==> src/rtl/pppRxPkg.sv <==
package pppRxPkg;

  localparam logic [7:0] FLAG_CHAR = 8'h7E;
  localparam logic [7:0] ESC_CHAR  = 8'h7D;

  // status byte bit positions (host decodes these)
  localparam int ST_END   = 6;
  localparam int ST_ABORT = 5;
  localparam int ST_OVR   = 3;
  localparam int ST_FRAME = 2;
  localparam int ST_BREAK = 0;

  typedef struct packed {
    logic shiftEn;   // shift one data bit in
    logic shiftBit;  // the bit value to shift
    logic byteDone;  // well-framed character complete
    logic setBrk;    // break seen
    logic endEof;    // normal frame close
    logic endAbort;  // escape-flag abort
    logic endFe;     // framing-error abort
  } rxStrobeT;

endpackage

==> src/rtl/pppRxCtrl.sv <==
module pppRxCtrl
  import pppRxPkg::*;
#(
  parameter int OVS          = 16,
  parameter int CLK_PER_TICK = 4
) (
  input  logic       clk,
  input  logic       rstN,
  input  logic       rxSerial,
  input  logic [7:0] shiftData,
  output rxStrobeT   strb
);

  localparam int CNT_W = $clog2(OVS);
  localparam int DIV_W = $clog2(CLK_PER_TICK) + 1;
  localparam logic [CNT_W-1:0] HALF_CNT = CNT_W'(OVS / 2 - 1);
  localparam logic [CNT_W-1:0] FULL_CNT = CNT_W'(OVS - 1);
  localparam logic [DIV_W-1:0] DIV_LAST = DIV_W'(CLK_PER_TICK - 1);

  typedef enum logic [2:0] {S_IDLE, S_START, S_DATA, S_STOP, S_RECOVER} stateT;

  logic [1:0]       syncQ;
  logic             rxBit;
  logic [DIV_W-1:0] divCnt;
  logic             tick;
  stateT            state, stateN;
  logic [CNT_W-1:0] cnt, cntN;
  logic [2:0]       bitIdx, bitIdxN;
  logic             escSeen, escSeenN;

  assign rxBit = syncQ[1];
  assign tick  = (divCnt == DIV_LAST);

  always_ff @(posedge clk or negedge rstN) begin
    if (!rstN) begin
      syncQ  <= 2'b11;
      divCnt <= '0;
    end else begin
      syncQ  <= {syncQ[0], rxSerial};
      divCnt <= tick ? '0 : divCnt + 1'b1;
    end
  end

  always_comb begin
    stateN   = state;
    cntN     = cnt;
    bitIdxN  = bitIdx;
    escSeenN = escSeen;
    strb     = '0;
    if (tick) begin
      unique case (state)
        S_IDLE: begin
          if (!rxBit) begin
            stateN = S_START;
            cntN   = '0;
          end
        end
        S_START: begin
          if (cnt == HALF_CNT) begin
            cntN    = '0;
            bitIdxN = '0;
            stateN  = rxBit ? S_IDLE : S_DATA;
          end else begin
            cntN = cnt + 1'b1;
          end
        end
        S_DATA: begin
          if (cnt == FULL_CNT) begin
            strb.shiftEn  = 1'b1;
            strb.shiftBit = rxBit;
            cntN          = '0;
            bitIdxN       = bitIdx + 1'b1;
            if (bitIdx == 3'd7) stateN = S_STOP;
          end else begin
            cntN = cnt + 1'b1;
          end
        end
        S_STOP: begin
          if (cnt == FULL_CNT) begin
            cntN = '0;
            if (rxBit) begin
              strb.byteDone = 1'b1;
              stateN        = S_IDLE;
              if (shiftData == FLAG_CHAR) begin
                strb.endAbort = escSeen;
                strb.endEof   = !escSeen;
                escSeenN      = 1'b0;
              end else begin
                escSeenN = (shiftData == ESC_CHAR);
              end
            end else begin
              escSeenN = 1'b0;
              stateN   = S_RECOVER;
              if (shiftData == 8'h00) strb.setBrk = 1'b1;
              else                    strb.endFe  = 1'b1;
            end
          end else begin
            cntN = cnt + 1'b1;
          end
        end
        S_RECOVER: begin
          if (!rxBit) begin
            cntN = '0;
          end else if (cnt == FULL_CNT) begin
            cntN   = '0;
            stateN = S_IDLE;
          end else begin
            cntN = cnt + 1'b1;
          end
        end
        default: stateN = S_IDLE;
      endcase
    end
  end

  always_ff @(posedge clk or negedge rstN) begin
    if (!rstN) begin
      state   <= S_IDLE;
      cnt     <= '0;
      bitIdx  <= '0;
      escSeen <= 1'b0;
    end else begin
      state   <= stateN;
      cnt     <= cntN;
      bitIdx  <= bitIdxN;
      escSeen <= escSeenN;
    end
  end

endmodule

==> src/rtl/pppRxData.sv <==
module pppRxData
  import pppRxPkg::*;
(
  input  logic       clk,
  input  logic       rstN,
  input  rxStrobeT   strb,
  input  logic       rxByteRead,
  input  logic       statusAck,
  output logic [7:0] shiftData,
  output logic [7:0] rxByte,
  output logic       rxByteValid,
  output logic [7:0] statusByte,
  output logic       irqPending,
  output logic       frameEnd
);

  logic [7:0] shiftReg, holdReg, statusReg, statusN;
  logic       holdValid, oeAcc, brkAcc;
  logic       accept, ovNow, anyEnd, oeNext, brkNext;

  assign shiftData   = shiftReg;
  assign rxByte      = holdReg;
  assign rxByteValid = holdValid;
  assign statusByte  = statusReg;

  assign accept  = strb.byteDone && (!holdValid || rxByteRead);
  assign ovNow   = strb.byteDone && holdValid && !rxByteRead;
  assign anyEnd  = strb.endEof || strb.endAbort || strb.endFe;
  assign oeNext  = oeAcc || ovNow;
  assign brkNext = brkAcc || strb.setBrk;

  always_comb begin
    statusN           = '0;
    statusN[ST_END]   = strb.endEof;
    statusN[ST_ABORT] = strb.endAbort || strb.endFe;
    statusN[ST_FRAME] = strb.endFe;
    statusN[ST_OVR]   = oeNext;
    statusN[ST_BREAK] = brkNext;
  end

  always_ff @(posedge clk or negedge rstN) begin
    if (!rstN) begin
      shiftReg   <= '0;
      holdReg    <= '0;
      holdValid  <= 1'b0;
      statusReg  <= '0;
      oeAcc      <= 1'b0;
      brkAcc     <= 1'b0;
      irqPending <= 1'b0;
      frameEnd   <= 1'b0;
    end else begin
      if (strb.shiftEn) shiftReg <= {strb.shiftBit, shiftReg[7:1]};
      if (accept) begin
        holdReg   <= shiftReg;
        holdValid <= 1'b1;
      end else if (rxByteRead) begin
        holdValid <= 1'b0;
      end
      frameEnd <= anyEnd;
      if (anyEnd) begin
        statusReg  <= statusN;
        oeAcc      <= 1'b0;
        brkAcc     <= 1'b0;
        irqPending <= 1'b1;
      end else begin
        oeAcc  <= oeNext;
        brkAcc <= brkNext;
        if (statusAck) irqPending <= 1'b0;
      end
    end
  end

endmodule

==> src/rtl/pppRxStatus.sv <==
module pppRxStatus
  import pppRxPkg::*;
#(
  parameter int OVS          = 16,
  parameter int CLK_PER_TICK = 4
) (
  input  logic       clk,
  input  logic       rstN,
  input  logic       rxSerial,
  input  logic       rxDataIntEn,
  input  logic       statusAck,
  input  logic       rxByteRead,
  output logic [7:0] rxByte,
  output logic       rxByteValid,
  output logic       frameEnd,
  output logic [7:0] statusByte,
  output logic       statusIrq
);

  rxStrobeT   strb;
  logic [7:0] shiftData;
  logic       irqPending;

  pppRxCtrl #(.OVS(OVS), .CLK_PER_TICK(CLK_PER_TICK)) i_ctrl (
    .clk       (clk),
    .rstN      (rstN),
    .rxSerial  (rxSerial),
    .shiftData (shiftData),
    .strb      (strb)
  );

  pppRxData i_data (
    .clk         (clk),
    .rstN        (rstN),
    .strb        (strb),
    .rxByteRead  (rxByteRead),
    .statusAck   (statusAck),
    .shiftData   (shiftData),
    .rxByte      (rxByte),
    .rxByteValid (rxByteValid),
    .statusByte  (statusByte),
    .irqPending  (irqPending),
    .frameEnd    (frameEnd)
  );

  assign statusIrq = irqPending && rxDataIntEn;

endmodule

==> config.mk <==
export PLATFORM = sky130hd
export DESIGN_NAME = pppRxStatus
export DESIGN_NICKNAME = d
export VERILOG_FILES = /design/src/rtl/pppRxPkg.sv /design/src/rtl/pppRxCtrl.sv /design/src/rtl/pppRxData.sv /design/src/rtl/pppRxStatus.sv
export SDC_FILE = /design/constraint.sdc
export NUM_CORES = 1
export LEC_CHECK = 0
export ABC_AREA = 1
export BUFFER_PORTS_ARGS = -buffer_cell sky130_fd_sc_hd__buf_2
export CORE_MARGIN = 5
export CORE_UTILIZATION = 50
export DETAILED_ROUTE_END_ITERATION = 8
export GPL_ROUTABILITY_DRIVEN = 0
export HOLD_SLACK_MARGIN = 0.06
export PLACE_DENSITY = 0.75
export SLEW_MARGIN = 20
export SYNTH_ARGS = -nofsm -noshare
export SYNTH_HDL_FRONTEND = slang
export SYNTH_HIERARCHICAL = 1
export SYNTH_SLANG_ARGS = --single-unit
==> constraint.sdc <==
create_clock -name clk -period 2.15 [get_ports clk]
set_clock_uncertainty 0.1 [all_clocks]
set_input_delay 0.215 -clock clk [delete_from_list [all_inputs] [get_ports clk]]
set_output_delay 0.215 -clock clk [all_outputs]
set_load 0.1 [all_outputs]
==> flow_metrics.env <==
export IMPL_status="completed"
export IMPL_placedCellCount=324
export IMPL_min_path_cells=4
export IMPL_path_clk_slew_ns=0.08
export IMPL_cp_data_arrival_time_ns=1.98
export IMPL_ys_seq_area_share_pct=49.6
export IMPL_post_route_period_util_pct=87.6
export IMPL_max_freq_ghz=0.531
export IMPL_start_util_pct=52.4
export IMPL_fin_setup_tns_ns=0
export IMPL_synth_adder_area_share_pct=2.36
export IMPL_rows=23
export IMPL_drtIter0Drc=111
export IMPL_power_density_nw_per_um2=780
export IMPL_hold_class="primary input to flip-flop"
export IMPL_drive_gt1_share_pct=23.5
export IMPL_wl_mm=3.78
export IMPL_route_detailed_drc=0
export IMPL_wl_met3_um=137
export IMPL_numCtsBuffers=5
export IMPL_synthToLayoutAreaGrowth_pct=11.8
export IMPL_wl_met1_mm=1.88
export IMPL_fin_hold_ws_ns=0.117
export IMPL_critPathTopFamily="simple AND/OR/NAND/NOR gates"
export IMPL_synth_area_um2=2120
export IMPL_irDropWorstVdd_mv=0.496
export IMPL_routed_top_layer="met4"
export IMPL_synth_top_cell_area_share_pct=47.1
export IMPL_postRouteAntennaNets=0
export IMPL_drt_pass1_iter_count=4
export IMPL_cp_data_required_time_ns=2.24
export IMPL_vias=1609
export IMPL_h_tree_depth=2
export IMPL_grt_pass1_vias=1524
export IMPL_critPathMaxFanout=6
export IMPL_cts_tree="built"
export IMPL_synthCells=256
export IMPL_ff2ff_path_depth=12
export IMPL_syn_area_per_cell_um2=8.30
export IMPL_final_cell_mix="nand2_1, dfrtp_1, inv_1, nor2_1, buf_2"
export IMPL_grt_first_pass_wirelength_mm=6.67
export IMPL_drv_slew=0
export IMPL_synthTopCellsByArea="dfrtp_1, nand2_1, inv_1"
export IMPL_clk_root_buffer_cell="clkbuf_8"
export IMPL_die_area_um2=5650
export IMPL_criticalPathCategory="flip-flop to flip-flop"
export IMPL_ys_types=28
export IMPL_leakage_nw=1.22
export IMPL_fin_cells=335
export IMPL_die_h_um=75.2
export IMPL_yosys_warnings=6
export IMPL_final_common_cell="nand2_1"
export IMPL_wl_met2_mm=1.72
export IMPL_yosys_area_share_simple_pct=30.7
export IMPL_ys_ff_latch=42
export IMPL_crit_cells=12
export IMPL_hpwl_mm=2.82
export IMPL_synth_top_family_by_area="simple AND/OR/NAND/NOR gates"
export IMPL_antenna_found_initial=0
export IMPL_p_total_w=0.00185
export IMPL_cp_end_kind="flip-flop"
export IMPL_synthXorXnorAreaFrac_pct=0.412
export IMPL_overflow=0
export IMPL_die_w_um=75.2
export IMPL_post_dp_cell_area_um2=2250
export IMPL_cap_viol_max_count=0
export IMPL_insertedDiodeCount=0
export IMPL_synth_compound_area_share_pct=7.71
export IMPL_ios=25
export IMPL_grt_max_degree=27
export IMPL_clk_latency_ns=0.29
export IMPL_cts_sinks=42
export IMPL_yosysTopAreaCell="dfrtp_1"
export IMPL_rsz0062_at_grt="false"
export IMPL_final_nets=294
export IMPL_cp_num_buf_inv=2
export IMPL_cp_slowest_cell="dfrtp_1"
export IMPL_critPathMaxStageDelay_ns=0.39
export IMPL_numPortBuffers=21
export IMPL_synthMuxAreaShare_pct=0
export IMPL_clockBufferDepth=2
export IMPL_hold_viol_final=0
export IMPL_critPathLaunchType="flip-flop"
export IMPL_finalInstanceArea_um2=2380
export IMPL_grt_total_usage_pct=15.5
export IMPL_via_per_inst=4.80
export IMPL_worstPathCellList="ha_1, nand2_1, nor2_2, inv_2, nor2_2, nand4_1, nor2_1, nor2_2, nand2_2, inv_2, nand2_1, nand2_1"
export IMPL_avgRoutedWirePerCell_um=11.3
export IMPL_setup_violations=0
export IMPL_coreArea_um2=4060
export IMPL_min_period_ns=1.88
==> worst paths after layout <==
kind	startpoint	to	slack (ns)
hold / removal	rxByteRead	i_data/rxByteValid$_DFFE_PN0P_	0.12
hold reg to reg	i_ctrl/syncQ[0]$_DFF_PN1_	i_ctrl/syncQ[1]$_DFF_PN1_	0.26
setup / recovery	i_ctrl/cnt[0]$_DFFE_PN0P_	i_data/statusByte[3]$_DFFE_PN0P_	0.27
min in group asynchronous	rstN	i_data/rxByte[2]$_DFFE_PN0P_	0.26
setup reg to reg	i_ctrl/cnt[0]$_DFFE_PN0P_	i_data/statusByte[3]$_DFFE_PN0P_	0.27
max in group asynchronous	rstN	i_ctrl/syncQ[1]$_DFF_PN1_	0.96
==> power breakdown <==
group / total (W) / leakage (nW) / switching (W) / internal, W
Sequential: 0.000925 / 0.561 / 0.0000883 / 0.000837
Combinational: 0.000399 / 0.609 / 0.000267 / 0.000132
Clock: 0.000528 / 0.0472 / 0.000270 / 0.000258
==> logic make-up (layout without fill, tap and decap cells) <==
logic type / count (synthesis) / count (layout)
buf+inv: 41 / 68
simple gates: 141 / 141
xor+xnor: 1 / 1
other cells: 1 / 3
compound gates: 26 / 26
flops: 42 / 42
fa+ha+maj: 4 / 4
==> layout make-up <==
cell class              count  area, um2
clock inverters             2       12.5
inverters                  34        128
multi-input cells         175        887
well taps                  50       62.6
clock buffers               6       82.6
repair buffers             26        150
fillers                   374       1680
flip-flops and latches     42       1050
==> synthesized netlist by cell type (all sizes together) <==
| cell | instances |
|---|---|
| dfstp | 2 |
| nor3 | 4 |
| nand2 | 83 |
| inv | 34 |
| nand3 | 18 |
| a21oi | 1 |
| xor2 | 1 |
| nand3b | 1 |
| o21ai | 25 |
| ha | 4 |
| nand4 | 1 |
| conb | 1 |
| nor2 | 31 |
| or2 | 1 |
| dfrtp | 40 |
| buf | 7 |
| nor4 | 2 |
==> worst min-delay path, delay by kind of cell <==
family	cells	cell delay (ns)
buffers and inverters	2	0.13
and+or+nand+nor	2	0.13
==> sequential cells by signal, summed over array words and instances, names as in the netlist <==
signal and flops:
i_ctrl/escSeen 1, i_data/shiftData 8, i_ctrl/cnt 4, i_data/irqPending 1
i_ctrl/state 3, i_data/oeAcc 1, i_ctrl/syncQ 2, i_data/rxByte 8
i_data/frameEnd 1, i_ctrl/divCnt 3, i_data/rxByteValid 1, i_ctrl/bitIdx 3
i_data/brkAcc 1, i_data/statusByte 5
==> metrics by stage <==
step	util [%]	worst slack, ns
floorplan	-	0.448
global placement	55.5	0.329
detailed placement	55.5	0.284
CTS	58.6	0.272
global route	58.6	0.00755
finish	58.6	0.267
==> metal layers <==
metal | vias up | track usage, %
li1 | 844 | -
met1 | 737 | 20.7
met2 | 24 | 24.5
met3 | 4 | 4.01
met4 | 0 | 5.83
met5 | - | 0
==> what timing repair did <==
action                                 CTS  global route
hold buffers                             3             0
gates resized for setup                  0             0
setup buffers                            0             0
endpoints found under the hold margin   18             0
Note: power is estimated with default switching activity, not from simulation.
